## src/rtl/sertx_pkg.sv

```systemverilog
package sertx_pkg;
  localparam int unsigned LANE_N = 3;
  localparam int unsigned BIT_N  = 7;
  localparam int unsigned HIGH_N = 4;

  typedef enum logic {ST_IDLE = 1'b0, ST_RUN = 1'b1} run_e;
endpackage

```

## src/rtl/sertx_slot_ctr.sv

```systemverilog
module sertx_slot_ctr
  import sertx_pkg::*;
#(
  parameter int unsigned BITS = BIT_N,
  localparam int unsigned CW = $clog2(BITS)
) (
  input  logic          clk_i,
  input  logic          rst_ni,
  input  logic          clr_ni,
  input  logic          start_i,
  output logic [CW-1:0] slot_o,
  output logic          run_o,
  output logic          load_o
);
  localparam logic [CW-1:0] LAST = CW'(BITS - 1);

  run_e          st_q;
  logic [CW-1:0] slot_q;

  // load at wrap while running, or on start while idle
  assign load_o = clr_ni && (((st_q == ST_RUN) && (slot_q == LAST)) ||
                             ((st_q == ST_IDLE) && start_i));
  assign slot_o = slot_q;
  assign run_o  = (st_q == ST_RUN);

  always_ff @(posedge clk_i or negedge rst_ni) begin
    if (!rst_ni) begin
      st_q   <= ST_IDLE;
      slot_q <= '0;
    end else if (!clr_ni) begin
      st_q   <= ST_IDLE;
      slot_q <= '0;
    end else if (load_o) begin
      st_q   <= ST_RUN;
      slot_q <= '0;
    end else if (st_q == ST_RUN) begin
      slot_q <= slot_q + 1'b1;
    end
  end

  p_slot_range_r4: assert property (@(posedge clk_i) disable iff (!rst_ni)
    (st_q == ST_RUN) |-> (slot_q <= LAST));
  p_wrap_r4: assert property (@(posedge clk_i) disable iff (!rst_ni)
    ((st_q == ST_RUN) && (slot_q == LAST) && clr_ni) |=> (slot_q == '0) && (st_q == ST_RUN));
  p_clear_r7: assert property (@(posedge clk_i) disable iff (!rst_ni)
    !clr_ni |=> (st_q == ST_IDLE) && (slot_q == '0));
  p_wait_start_r8: assert property (@(posedge clk_i) disable iff (!rst_ni)
    ((st_q == ST_IDLE) && !start_i) |=> (st_q == ST_IDLE));
endmodule

```

## src/rtl/sertx_lane.sv

```systemverilog
module sertx_lane
  import sertx_pkg::*;
#(
  parameter int unsigned BITS = BIT_N
) (
  input  logic            clk_i,
  input  logic            rst_ni,
  input  logic            clr_ni,
  input  logic            load_i,
  input  logic [BITS-1:0] par_i,
  output logic            ser_o
);
  logic [BITS-1:0] sh_q;

  always_ff @(posedge clk_i or negedge rst_ni) begin
    if (!rst_ni)      sh_q <= '0;
    else if (!clr_ni) sh_q <= '0;
    else if (load_i)  sh_q <= par_i;
    else              sh_q <= {sh_q[BITS-2:0], 1'b0};
  end

  // msb first
  assign ser_o = sh_q[BITS-1];

  p_load_msb_r6: assert property (@(posedge clk_i) disable iff (!rst_ni)
    (clr_ni && load_i) |=> (ser_o == $past(par_i[BITS-1])));
  p_shift_r3: assert property (@(posedge clk_i) disable iff (!rst_ni)
    (clr_ni && !load_i) |=> (ser_o == $past(sh_q[BITS-2])));
endmodule

```

## src/rtl/sertx_fclk.sv

```systemverilog
module sertx_fclk
  import sertx_pkg::*;
#(
  parameter int unsigned BITS  = BIT_N,
  parameter int unsigned HIGHS = HIGH_N,
  localparam int unsigned CW = $clog2(BITS)
) (
  input  logic          clk_i,
  input  logic          rst_ni,
  input  logic          run_i,
  input  logic [CW-1:0] slot_i,
  output logic          fclk_o
);
  localparam logic [CW-1:0] HI = CW'(HIGHS);

  assign fclk_o = run_i && (slot_i < HI);

  p_fclk_rise_r5: assert property (@(posedge clk_i) disable iff (!rst_ni)
    $rose(fclk_o) |-> (slot_i == '0));
  p_fclk_fall_r5: assert property (@(posedge clk_i) disable iff (!rst_ni)
    ($fell(fclk_o) && run_i) |-> (slot_i == HI));
endmodule

```

## src/rtl/ser7_tx.sv

```systemverilog
module ser7_tx
  import sertx_pkg::*;
#(
  parameter int unsigned LANES = LANE_N,
  parameter int unsigned BITS  = BIT_N,
  parameter int unsigned HIGHS = HIGH_N,
  localparam int unsigned CW     = $clog2(BITS),
  localparam int unsigned WORD_W = LANES * BITS
) (
  input  logic              clk_i,
  input  logic              rst_ni,
  input  logic              shdn_ni,
  input  logic              start_i,
  input  logic [WORD_W-1:0] word_i,
  output logic [LANES-1:0]  lane_o,
  output logic              fclk_o
);
  logic [CW-1:0]    slot;
  logic             run;
  logic             load;
  logic             fclk_raw;
  logic [LANES-1:0] lane_raw;

  sertx_slot_ctr #(.BITS(BITS)) u_ctr (
    .clk_i   (clk_i),
    .rst_ni  (rst_ni),
    .clr_ni  (shdn_ni),
    .start_i (start_i),
    .slot_o  (slot),
    .run_o   (run),
    .load_o  (load)
  );

  for (genvar l = 0; l < LANES; l++) begin : g_lane
    sertx_lane #(.BITS(BITS)) u_lane (
      .clk_i  (clk_i),
      .rst_ni (rst_ni),
      .clr_ni (shdn_ni),
      .load_i (load),
      .par_i  (word_i[l*BITS +: BITS]),
      .ser_o  (lane_raw[l])
    );
  end

  sertx_fclk #(.BITS(BITS), .HIGHS(HIGHS)) u_fclk (
    .clk_i  (clk_i),
    .rst_ni (rst_ni),
    .run_i  (run),
    .slot_i (slot),
    .fclk_o (fclk_raw)
  );

  // shutdown forces outputs low before the clearing edge
  assign lane_o = lane_raw & {LANES{shdn_ni}};
  assign fclk_o = fclk_raw & shdn_ni;

  p_shdn_clear_r7: assert property (@(posedge clk_i) disable iff (!rst_ni)
    !shdn_ni |=> (lane_raw == '0) && !run);
  p_idle_quiet_r8: assert property (@(posedge clk_i) disable iff (!rst_ni)
    !run |-> !fclk_o);
endmodule

```

## config.mk

```make
export PLATFORM = sky130hd
export DESIGN_NAME = ser7_tx
export DESIGN_NICKNAME = d
export VERILOG_FILES = /design/src/rtl/sertx_pkg.sv /design/src/rtl/sertx_slot_ctr.sv /design/src/rtl/sertx_lane.sv /design/src/rtl/sertx_fclk.sv /design/src/rtl/ser7_tx.sv
export SDC_FILE = /design/constraint.sdc
export NUM_CORES = 1
export LEC_CHECK = 0
export BUFFER_PORTS_ARGS = -buffer_cell sky130_fd_sc_hd__buf_2
export CAP_MARGIN = 5
export CORE_UTILIZATION = 44
export DETAILED_ROUTE_END_ITERATION = 10
export GPL_TIMING_DRIVEN = 0
export PLACE_DENSITY = 0.8
export SLEW_MARGIN = 20
export SYNTH_ARGS = -nofsm -noshare
export SYNTH_HDL_FRONTEND = slang
export SYNTH_SLANG_ARGS = --single-unit
export TNS_END_PERCENT = 50
```

## constraint.sdc

```tcl
create_clock -name clk_i -period 1.6 [get_ports clk_i]
set_clock_uncertainty 0.15 [all_clocks]
set_input_delay 0.32 -clock clk_i [delete_from_list [all_inputs] [get_ports clk_i]]
set_output_delay 0.32 -clock clk_i [all_outputs]
set_load 0.02 [all_outputs]
```

-- Yosys cells after proc, flatten, opt, wreduce, memory -nomap -nowiden
Cells that the tools add are included.
- register bits after elaboration: 25
- word-level logic and storage cells: 29
- add/subtract/negate cells: 1
- $lt $le $gt $ge: 1
- eq/ne operators: 3
- mux-type cells: 11
- bitwise gates (word level): 3
- reduce and logical (&&, ||, !) cells: 5
- operators by type and width (operator ; count):
    2-to-1 mux 7 bit ; 6
    2-to-1 mux 3 bit ; 3
    logical AND 1 bit ; 4
    adder 3 x 1 -> 3 bit (second input constant) ; 1
    bitwise AND 3 bit ; 1
    equality test 3 bit (second input constant) ; 1
    less-than comparator 3 bit (second input constant) ; 1
    inequality test 3 x 1 -> 1 bit (second input constant) ; 1
    2-to-1 mux 1 bit ; 2
    inequality test 2 x 1 -> 1 bit (second input constant) ; 1
    bitwise AND 1 bit ; 1
    logical OR 1 bit ; 1
    NOT 1 bit ; 1

-- Longest topological paths before layout
Gate-level depths: netlist of run 1.
- depth after elaboration: 6
- gate-level depth with buffers: 7
- mapped depth without buffers: 5

-- Cells and area by module
From an unflattened synthesis of run 1, not the netlist that was laid out.
- cells, all modules: 90
- area total of the unflattened synthesis: 1142.3 µm²
- by module, submodules not included (module ; times used ; cells an instance ; area each (µm²) ; sequential area each (µm²)):
    sertx_lane ; 3 ; 21 ; 291.5 ; 175.2
    sertx_slot_ctr ; 1 ; 22 ; 229.0 ; 100.1
    ser7_tx ; 1 ; 4 ; 25.0 ; 0.0
    sertx_fclk ; 1 ; 1 ; 13.8 ; 0.0

-- Worst setup path before layout of run 1
No wires, ideal clock.
- path type: register to register
- from: register u_ctr.slot_q[0] (netlist: u_ctr.slot_o[0])
- to: register g_lane[0].u_lane.sh_q[1]
- setup time: 0.121 ns
- data arrival time: 1.331 ns
- data required time: 1.329 ns
- setup slack: -0.002 ns
- stages on the path, launching flop included: 8
- buffers on the path: 2
- period minus slack after synthesis: 1.602 ns
- path through: dfrtp_1 -> inv_1 -> ha_1 -> nand3_1 -> and3_4 -> buf_6 -> buf_6 -> a22o_1
- longest elaborated chain between the ends: 6
- ends and longest elaborated chain (item ; RTL line ; RTL):
    start: declaration ; sertx_slot_ctr.sv:18 ; logic [CW-1:0] slot_q;
    start signal: assignment ; sertx_slot_ctr.sv:37 ; slot_q <= slot_q + 1'b1;
    equality test 3 bit ; sertx_slot_ctr.sv:21 ; assign load_o = clr_ni && (((st_q == ST_RUN) && (slot_q == LAST)) ||
    logical AND 1 bit ; sertx_slot_ctr.sv:21 ;
    logical OR 1 bit ; sertx_slot_ctr.sv:21 ;
    logical AND 1 bit ; sertx_slot_ctr.sv:21 ;
    2-to-1 mux 7 bit ; sertx_lane.sv:18 ; else if (load_i) sh_q <= par_i;
    2-to-1 mux 7 bit ; sertx_lane.sv:17 ; else if (!clr_ni) sh_q <= '0;
    end signal: assignment ; sertx_lane.sv:18 ;
    end signal: assignment ; sertx_lane.sv:19 ; else sh_q <= {sh_q[BITS-2:0], 1'b0};
    end: declaration ; sertx_lane.sv:13 ; logic [BITS-1:0] sh_q;
Every way passes these cells.
A chain may end at the register's enable or synchronous reset.

-- Worst setup path in the final report of run 1
- from: register u_ctr.slot_q[0] (netlist: u_ctr.slot_o[0])
- to: register g_lane[2].u_lane.sh_q[3]
- longest elaborated chain between the ends: 6
- ends and longest elaborated chain (item ; RTL line):
    equality test 3 bit ; sertx_slot_ctr.sv:21
    logical AND 1 bit ; sertx_slot_ctr.sv:21
    logical OR 1 bit ; sertx_slot_ctr.sv:21
    logical AND 1 bit ; sertx_slot_ctr.sv:21
    2-to-1 mux 7 bit ; sertx_lane.sv:18
    2-to-1 mux 7 bit ; sertx_lane.sv:17
    end signal: assignment ; sertx_lane.sv:18
    end signal: assignment ; sertx_lane.sv:19
    end: declaration ; sertx_lane.sv:13
Every way passes these cells.

==> reports/qor.yml, run 1 <==
synth:
  synth_top_family_by_area: "compound AO/OA/AOI/OAI gates"
  syn_inst: 75
  yosys.area.top_type_share_pct: 61.9
  synth_compound_area_share_pct: 18.8
  synth_area_mm2: 0.00101
  ys_seq_elements: 25
  ys_warn_count: 0
  yosys.area_share.simple_pct: 11.3
  muxShareOfSynthArea_pct: 0
  yosys.area_share.xor_xnor_pct: 0.866
  yosys.area_share.adder_pct: 2.48
  postSynthNetCount: 102
  synth.largest_area_cell: "dfrtp_1"
  avgSynthCellArea_um2: 13.5
  synthDistinctLibCells: 20
  synth_area_leaders: "dfrtp_1 (62%), a22o_1 (16%), and2_1 (4.3%)"
  yosysSeqAreaShare_pct: 61.9
placed_design:
  dp_slack_ps: -129
  io_buffers: 28
  place.gp.congestion: 0.699
  place_hpwl_mm: 1.21
  placed_cell_area_mm2: 0.00119
sta:
  hold_viol: 0
  max_slew_margin_pct: 62.9
  report.final.slew_viol_count: 0
  setup_violations: 0
  rsz0062_at_grt: "yes"
  final.setup.worst_slack_ps: 8.93
  hold_ws_ps: 43.0
  timing.final.crit_share_pct: 99.4
  worst_slew_pin_slew_ps: 556
  tns_ps: 0
  clock.fmax_mhz: 629
  min_period_ps: 1590
global_routing:
  antenna_found_initial: 0
  grtUsageTotal_pct: 17.7
  grt_first_pass_wirelength_mm: 3.19
  grt_overflow: 0
  grt_start_max_net_pins: 26
  grt_pass1_vias: 730
hold_path:
  hp-class: "input port to flip-flop"
  min_delay_path_depth: 2
setup_path:
  criticalPathCategory: "flip-flop to flip-flop"
  worstPathArrival_ps: 1660
  cp-end-kind: "flip-flop"
  worst_ep_required_time_ps: 1670
  crit_fanout: 4
  critPathLaunchType: "flip-flop"
  reg2regPathDepth: 6
routing:
  ant_nets: 0
  detail_route.vias_per_cell: 5.08
  postRouteWirelength_mm: 1.99
  num_vias: 732
  drtIter0Drc: 19
  wl_per_cell_um: 13.8
  firstDrtPassIters: 4
  drc: 0
layout:
  fillers: 163
  area_growth_pct: 30.9
  nets: 145
  diodes: 0
  multi_input_area_um2: 358
  regArea_um2: 626
  final_cell_mix: "buf_2 (28), dfrtp_1 (25), a22o_1 (18)"
  drive_above_1_share_pct: 44.4
  layout_commonest_cell: "buf_2"
  final_area_mm2: 0.00132
power_and_ir_drop:
  leakage_nw: 0.692
  powerDensity_mw_per_mm2: 847
  ir_drop_mv: 0.862
  total_power_mw: 1.12
clock_tree:
  cts-root-buf: "clkbuf_4"
  numClockSinks: 25
  htreeDepth: 1
  clk_latency_ps: 320
  cts_tree: "built"
  ctsLongestPathBuffers: 2
  cts_buffers: 3
  clkSlewWorstSetupHoldPaths_ps: 130
floorplanning:
  ioPinCount: 29
  die_w_um: 49.9
  start_util_pct: 49.0
  dieArea_mm2: 0.00249
  die_y_um: 49.9
  rows: 16
  core_mm2: 0.00206
flow_run:
  cap_violations: 0
status:
  status: "finished clean"
[synthesized netlist by cell type (all sizes together)]
master / number
buf: 5
nand3: 2
nand2: 3
a21boi: 2
nor3b: 1
or3: 1
and2: 7
dfrtp: 25
nor2: 1
o21a: 1
nor2b: 1
inv: 1
ha: 2
and3: 1
xnor2: 1
a21oi: 2
a22o: 18
nand2b: 1
[per-layer routing]
metal  global-route usage (%)  vias to the layer above  wire length, µm
li1                         -                      352                -
met1                     19.3                      348              845
met2                     31.5                       27             1010
met3                     5.86                        5              115
met4                     6.19                        0               17
met5                        0                        -                0
[cell type report]
class | count | share of cell area, %
clock inverter | 1 | 0.378
tap | 27 | 2.55
timing repair buffer | 39 | 18.0
buffer | 4 | 2.84
multi-input combinational | 44 | 27.0
sequential | 25 | 47.3
clock buffer | 3 | 1.70
inverter | 1 | 0.284
[repair_timing]
item | in CTS | in global routing
cloned | 1 | 1
hold buffers | 1 | 0
setup buffers | 4 | 4
endpoints found under the setup margin | 23 | 22
pin swaps | 1 | 1
endpoints found under the hold margin | 25 | 0
gates resized for setup | 4 | 4
[final timing paths]
path | slack [ps] | to | start
worst max register to register | 9 | g_lane[2].u_lane.sh_q[3] | u_ctr.slot_o[0]
worst min-delay path | 40 | g_lane[1].u_lane.sh_q[0] | word_i[7]
max in group asynchronous | 580 | g_lane[2].u_lane.sh_q[6] | rst_ni
min in group asynchronous | 360 | u_ctr.slot_o[0] | rst_ni
worst max-delay path | 9 | g_lane[2].u_lane.sh_q[3] | u_ctr.slot_o[0]
worst min register to register | 340 | g_lane[2].u_lane.sh_q[6] | g_lane[2].u_lane.sh_q[5]
[registers in the layout, summed over array words and instances (netlist names)]
register	cells
u_ctr.slot_o	3
g_lane.u_lane.sh_q	21
u_ctr.run_o	1
[cells by family after synthesis]
logic type      count (synthesis)
flops                          25
compound gates                 23
simple gates                   18
buf+inv                         6
fa+ha+maj                       2
xor+xnor                        1
[report_power, final]
part	switching (mW)	internal [mW]
combinational	0.0762	0.0917
sequential	0.0111	0.663
clock	0.185	0.0938
[per-stage QoR]
stage               utilization [%]  instances
finish                         64.2        144
global route                   64.2        144
CTS                            62.1        139
detailed placement             57.6        130
global placement               57.6        130
floorplan                         -         75
[worst max-delay path, cell delays in order, from the launching register on]
cell     delay [ps]
dfrtp_1         420
inv_2            90
ha_4            150
nand3_2          90
and3_4          220
buf_4           150
a22o_1          230
No activity file was read; power rests on OpenSTA's default activity.
==> inputs of run 2 (changes only) <==
--- a/config.mk
+++ b/config.mk
@@ -5,12 +5,13 @@
 export SDC_FILE = /design/constraint.sdc
 export NUM_CORES = 1
 export LEC_CHECK = 0
+export ABC_AREA = 1
 export BUFFER_PORTS_ARGS = -buffer_cell sky130_fd_sc_hd__buf_2
 export CAP_MARGIN = 5
-export CORE_UTILIZATION = 44
+export CORE_UTILIZATION = 46
 export DETAILED_ROUTE_END_ITERATION = 10
 export GPL_TIMING_DRIVEN = 0
-export PLACE_DENSITY = 0.8
+export PLACE_DENSITY = 0.81
 export SLEW_MARGIN = 20
 export SYNTH_ARGS = -nofsm -noshare
 export SYNTH_HDL_FRONTEND = slang
==> run 2 against run 1 <==
Against the previous run:
- setup slack improved by 39 ps
- sequential share of layout area down 3.4 points
- sequential power increased by 1%
- via count rose by 36%
- utilization fell by 6.7 points
- critical path depth down 4
- register-to-register slack improved by 80 ps
- cell count is 32% higher
- highest routed layer unchanged
- flip-flop and latch count did not move
- count of clock-buffer cells in the layout rose by 1
==> reports/qor.yml, run 2 <==
routing:
  drtIter0Drc: 18  # was 19
  ant_nets: 0  # unchanged
  num_vias: 998  # was 732
  maxUsedRoutingLayer: "met4"  # unchanged
  met3_length_um: 121  # was 115 µm
  detail_route.vias_per_cell: 5.25  # was 5.08
  drc: 0  # unchanged
  postRouteWirelength_mm: 2.44  # was 1.99 mm
  firstDrtPassIters: 4  # unchanged
  wl_per_cell_um: 12.8  # was 13.8 µm
  route.layer.met1.wl_mm: 1.07  # was 845 µm
  routed-wl-met2_mm: 1.21  # was 1.01 mm
layout:
  diodes: 0  # unchanged
  final_cell_mix: "buf_2 (30), nand2_1 (27), dfrtp_1 (25)"  # was buf_2 (28), dfrtp_1 (25), a22o_1 (18)
  layout_commonest_cell: "buf_2"  # unchanged
  regMostFlops: "g_lane.u_lane.sh_q"  # unchanged
  area_growth_pct: 19.1  # was 30.9%
  largest_reg_flops: 21  # unchanged
  finish.utilization_pct: 57.5  # was 64.2%
  fillers: 220  # was 163
  nets: 188  # was 145
  final_cells: 190  # was 144
  final_area_mm2: 0.00143  # was 0.00132 mm²
  drive_above_1_share_pct: 29.4  # was 44.4%
floorplanning:
  core_mm2: 0.00248  # was 0.00206 mm²
  die_y_um: 53.0  # was 49.9 µm
  ioPinCount: 29  # unchanged
  die_w_um: 53.0  # was 49.9 µm
  start_util_pct: 48.3  # was 49.0%
  dieArea_mm2: 0.00281  # was 0.00249 mm²
  rows: 18  # was 16
flow_run:
  cap_violations: 0  # unchanged
placed_design:
  place_hpwl_mm: 1.62  # was 1.21 mm
  placed_cell_area_mm2: 0.00137  # was 0.00119 mm²
  dp_slack_ps: 100  # was -129 ps
  place.gp.congestion: 0.734  # was 0.699
  io_buffers: 27  # was 28
  dp_cells: 183  # was 130
sta:
  max_slew_margin_pct: 62.7  # was 62.9%
  rsz0062_at_grt: "no"  # was yes
  clock.fmax_mhz: 644  # was 629 MHz
  timing.final.crit_share_pct: 97.0  # was 99.4%
  setup_violations: 0  # unchanged
  hold_ws_ps: 41.2  # was 43.0 ps
  report.final.slew_viol_count: 0  # unchanged
  hold_viol: 0  # unchanged
  min_period_ps: 1550  # was 1590 ps
  worst_slew_pin_slew_ps: 559  # was 556 ps
  tns_ps: 0  # unchanged
  final.setup.worst_slack_ps: 47.6  # was 8.93 ps
synth:
  synth.largest_area_cell: "dfrtp_1"  # unchanged
  synth.most_common_cell: "nand2_1"  # was dfrtp_1
  ys_warn_count: 0  # unchanged
  syn_inst: 126  # was 75
  synth_edf_count: 0  # unchanged
  synth_area_leaders: "dfrtp_1 (52%), nand4_1 (10%), nand2_1 (8.5%)"  # was dfrtp_1 (62%), a22o_1 (16%), and2_1 (4.3%)
  synthTopCellsByCount: "nand2_1 (27), dfrtp_1 (25), nand3_1 (20), nand4_1 (20), inv_1 (10)"  # was dfrtp_1 (25), a22o_1 (18), and2_1 (7)
  yosys.area.top_type_share_pct: 52.3  # was 61.9%
  avgSynthCellArea_um2: 9.49  # was 13.5 µm²
  synth_flop_cell: "dfrtp_1"  # unchanged
  synth_area_mm2: 0.00120  # was 0.00101 mm²
  postSynthNetCount: 153  # was 102
  ys_async_sr_fraction_pct: 100  # unchanged
  yosysSeqAreaShare_pct: 52.3  # was 61.9%
  synthDistinctLibCells: 17  # was 20
  ys_seq_elements: 25  # unchanged
setup_path:
  criticalPathCategory: "flip-flop to primary output"  # was flip-flop to flip-flop
  rrSetupSlack_ps: 90  # was 9 ps
  crit_fanout: 2  # was 4
  worst_ep_required_time_ps: 1130  # was 1670 ps
  r2r_end: "g_lane[1].u_lane.sh_q[1]"  # was g_lane[2].u_lane.sh_q[3]
  reg2reg_from: "u_ctr.slot_o[0]"  # unchanged
  reg2regPathDepth: 7  # was 6
  critPathLaunchType: "flip-flop"  # unchanged
  worstPathArrival_ps: 1080  # was 1660 ps
  cp-end-kind: "primary output"  # was flip-flop
clock_tree:
  cts_buffers: 3  # unchanged
  cts-root-buf: "clkbuf_4"  # unchanged
  htreeDepth: 1  # unchanged
  numClockSinks: 25  # unchanged
  clkSlewWorstSetupHoldPaths_ps: 120  # was 130 ps
  ctsLongestPathBuffers: 2  # unchanged
  clk_latency_ps: 320  # about the same
  cts_tree: "built"  # unchanged
global_routing:
  grt_first_pass_wirelength_mm: 3.80  # was 3.19 mm
  antenna_found_initial: 0  # unchanged
  grt_start_max_net_pins: 26  # unchanged
  grtUsageTotal_pct: 19.3  # was 17.7%
  grt_overflow: 0  # unchanged
  grt_pass1_vias: 885  # was 730
power_and_ir_drop:
  ir_drop_mv: 0.660  # was 0.862 mV
  leakage_nw: 0.813  # was 0.692 nW
  powerDensity_mw_per_mm2: 815  # was 847 mW/mm²
  total_power_mw: 1.16  # was 1.12 mW
hold_path:
  worstHoldStart: "word_i[14]"  # was word_i[7]
  holdPathEnd: "g_lane[2].u_lane.sh_q[0]"  # was g_lane[1].u_lane.sh_q[0]
  hp-class: "input port to flip-flop"  # unchanged
  min_delay_path_depth: 3  # was 2
status:
  status: "finished clean"  # unchanged
==> run 2: cell count changes after synthesis, moves of 2 or more <==
cell     before  now
and2_1        7    0
nor2_1        1    4
nand2_1       3   27
nand2_4       0    2
o21ai_0       0    2
inv_1         1   10
nand3_1       2   20
a22o_1       18    0
buf_12        0    2
a21oi_1       2    0
nand4_1       0   20
==> run 2: logic make-up after synthesis <==
kind of cell,after synthesis,synth area share [%]
AO/OA/AOI/OAI,2,0.837
flip-flops,25,52.3
buffers and inverters,21,12.4
AND/OR/NAND/NOR,76,32.3
adder cells (fa/ha/maj),2,2.09
==> run 2: worst max path at each step <==
stage                      to  slack, ps             from
floorplan              fclk_o        110          shdn_ni
global placement    lane_o[0]        110          shdn_ni
detailed placement  lane_o[0]        100          shdn_ni
CTS                    fclk_o         40  u_ctr.slot_o[2]
global route           fclk_o          3  u_ctr.slot_o[2]
finish                 fclk_o         50  u_ctr.slot_o[2]
==> run 2: area by class of cell <==
type,count,area (µm²),area share (%)
flip-flops and latches,25,626,43.9
multi-input cells,80,427,29.9
repair buffers,30,160,11.2
plain buffers,10,108,7.55
inverters,11,41.3,2.90
well taps,30,37.5,2.63
clock buffers,4,26.3,1.84
==> run 2: repair_timing <==
| item | in CTS | in global routing |
|---|---|---|
| endpoints found under the setup margin | 1 | 1 |
| hold endpoints to repair | 25 | 0 |
| gates resized for setup | 0 | 1 |
| hold buffers | 1 | 0 |
| setup buffers | 2 | 0 |
==> run 2: where the power goes <==
part	switching, mW	internal (mW)	total, mW
Clock	0.181	0.0976	0.278
Combinational	0.114	0.0849	0.199
Sequential	0.0148	0.670	0.684
Total	0.309	0.852	1.16
==> run 2: per-layer routing <==
| layer | global-route usage [%] | up-vias |
|---|---|---|
| met2 | 32.3 | 29 |
| met5 | 0 | - |
| li1 | - | 496 |
| met1 | 24.4 | 468 |
| met3 | 3.45 | 5 |
| met4 | 7.89 | 0 |
==> run 2: worst max-delay path: stages (launching register included) <==
cell	delay (ps)
dfrtp_1	430
nor3_2	170
buf_2	180
==> inputs of run 3 (changes only) <==
--- a/config.mk
+++ b/config.mk
@@ -11,6 +11,7 @@
 export CORE_UTILIZATION = 46
 export DETAILED_ROUTE_END_ITERATION = 10
 export GPL_TIMING_DRIVEN = 0
+export MAX_ROUTING_LAYER = met4
 export PLACE_DENSITY = 0.81
 export SLEW_MARGIN = 20
 export SYNTH_ARGS = -nofsm -noshare
==> run 3 against run 2 <==
Against the previous run:
- die area is the same
- fmax is essentially flat
- sequential power hardly changed
- final area unchanged
- setup slack improved by 1.0 ps
- non-clock buffer count is the same
- global-route usage up 0.57 points
- clock power hardly changed
- highest routed layer unchanged
==> reports/qor.yml, run 3 (synthesis gave the netlist of run 2 again) <==
routing:
  detail_route.vias_per_cell: 5.24  # was 5.25
  postRouteWirelength_mm: 2.43  # was 2.44 mm
  wl_per_cell_um: 12.8  # about the same
  drc: 0  # unchanged
  drtIter0Drc: 20  # was 18
  num_vias: 996  # was 998
  ant_nets: 0  # unchanged
  firstDrtPassIters: 4  # unchanged
sta:
  max_slew_margin_pct: 62.3  # was 62.7%
  worst_slew_pin_slew_ps: 566  # was 559 ps
  report.final.slew_viol_count: 0  # unchanged
  tns_ps: 0  # unchanged
  setup_violations: 0  # unchanged
  hold_viol: 0  # unchanged
  clock.fmax_mhz: 645  # was 644 MHz
  timing.final.crit_share_pct: 97.0  # about the same
  final.setup.worst_slack_ps: 48.6  # was 47.6 ps
  rsz0062_at_grt: "no"  # unchanged
  min_period_ps: 1550  # about the same
layout:
  area_growth_pct: 19.1  # unchanged
  fillers: 220  # unchanged
  largest_reg_flops: 21  # unchanged
  nets: 188  # unchanged
  diodes: 0  # unchanged
  drive_above_1_share_pct: 29.4  # unchanged
  layout_commonest_cell: "buf_2"  # unchanged
  final_cell_mix: "buf_2 (30), nand2_1 (27), dfrtp_1 (25)"  # unchanged
  regMostFlops: "g_lane.u_lane.sh_q"  # unchanged
  final_cells: 190  # unchanged
placed_design:
  dp_slack_ps: 100  # unchanged
  place_hpwl_mm: 1.62  # unchanged
  dp_cells: 183  # unchanged
  place.gp.congestion: 0.743  # was 0.734
  io_buffers: 27  # unchanged
setup_path:
  criticalPathCategory: "flip-flop to primary output"  # unchanged
  critPathLaunchType: "flip-flop"  # unchanged
  worstPathArrival_ps: 1080  # about the same
  worst_ep_required_time_ps: 1130  # about the same
  cp-end-kind: "primary output"  # unchanged
  crit_fanout: 2  # unchanged
  reg2reg_from: "u_ctr.slot_o[0]"  # unchanged
  crit_start: "u_ctr.slot_o[2]"  # unchanged
power_and_ir_drop:
  seqPwrFrac_pct: 58.9  # about the same
  clkPwrFrac_pct: 24.0  # was 23.9%
  swShare_pct: 26.7  # was 26.6%
  netSwitchingPower_mw: 0.310  # was 0.309 mW
  power_frac_comb_pct: 17.1  # about the same
  leakage_nw: 0.813  # unchanged
  powerDensity_mw_per_mm2: 815  # about the same
  p_int_mw: 0.852  # about the same
  ir_drop_mv: 0.661  # was 0.660 mV
floorplanning:
  die_w_um: 53.0  # unchanged
  ioPinCount: 29  # unchanged
  die_y_um: 53.0  # unchanged
  dieArea_mm2: 0.00281  # unchanged
  start_util_pct: 48.3  # unchanged
  rows: 18  # unchanged
  core_mm2: 0.00248  # unchanged
clock_tree:
  clkSlewWorstSetupHoldPaths_ps: 120  # about the same
  htreeDepth: 1  # unchanged
  ctsLongestPathBuffers: 2  # unchanged
  clk_latency_ps: 320  # about the same
  cts_tree: "built"  # unchanged
  cts_buffers: 3  # unchanged
  cts-root-buf: "clkbuf_4"  # unchanged
  numClockSinks: 25  # unchanged
hold_path:
  hp-class: "input port to flip-flop"  # unchanged
  worstHoldStart: "word_i[14]"  # unchanged
global_routing:
  grt_start_max_net_pins: 26  # unchanged
  grt_overflow: 0  # unchanged
  grt_pass1_vias: 881  # was 885
  antenna_found_initial: 0  # unchanged
  grtUsageTotal_pct: 19.9  # was 19.3%
  grt_first_pass_wirelength_mm: 3.83  # was 3.80 mm
flow_run:
  cap_violations: 0  # unchanged
status:
  status: "finished clean"  # unchanged
-- run 3: final cells by class --
type	count	area, µm²	area share [%]
sequential	25	626	43.9
multi-input combinational	80	427	29.9
timing repair buffer	30	160	11.2
buffer	10	108	7.55
inverter	11	41.3	2.90
tap	30	37.5	2.63
clock buffer	4	26.3	1.84
-- run 3: worst paths after layout --
kind | endpoint | slack [ps] | cells after the start
worst max-delay path | fclk_o | 50 | 2
worst min-delay path | g_lane[2].u_lane.sh_q[0] | 40 | 3
worst max register to register | g_lane[1].u_lane.sh_q[1] | 90 | 7
worst min register to register | g_lane[0].u_lane.sh_q[3] | 370 | 2
max in group asynchronous | u_ctr.slot_o[0] | 560 | 2
min in group asynchronous | g_lane[1].u_lane.sh_q[6] | 370 | 2
-- run 3: power groups by stage --
stage	clock (mW)	combinational, mW	sequential, mW
5_1_grt	0.308	0.222	0.688
2_1_floorplan	0	0.121	0.694
4_1_cts	0.286	0.198	0.684
3_5_place_dp	0	0.189	0.699
6_report	0.278	0.199	0.684
3_3_place_gp	0	0.182	0.697
-- run 3: critical path, cell delays in order, from the launching register on --
cell	delay (ps)
dfrtp_1	430
nor3_2	170
buf_2	180
-- run 3: per-stage QoR --
step                      utilization [%]  cell area (µm²)  total power [mW]  hold slack [ps]
after global placement               55.3             1370             0.879              192
after CTS                            57.3             1420              1.17             35.8
final                                57.5             1430              1.16             42.9
after floorplan                         -             1200             0.815             -126
after global routing                 57.5             1430              1.22             33.2
after detailed placement             55.3             1370             0.888              189
-- run 3: routing by layer --
metal | vias up | wire, µm | share of wire (%) | GRT usage [%]
li1 | 497 | - | - | -
met1 | 467 | 1120 | 46 | 24.9
met2 | 27 | 1170 | 48 | 31.9
met3 | 5 | 101 | 4.2 | 3.45
met4 | 0 | 38 | 1.6 | 7.89
met5 | - | 0 | 0 | -
-- run 3: what timing repair did --
| item | 4_1_cts | 5_1_grt |
|---|---|---|
| hold buffers | 1 | 0 |
| buffers inserted | 2 | 0 |
| endpoints found under the setup margin | 1 | 1 |
| endpoints found under the hold margin | 25 | 0 |
| resized for setup | 0 | 1 |
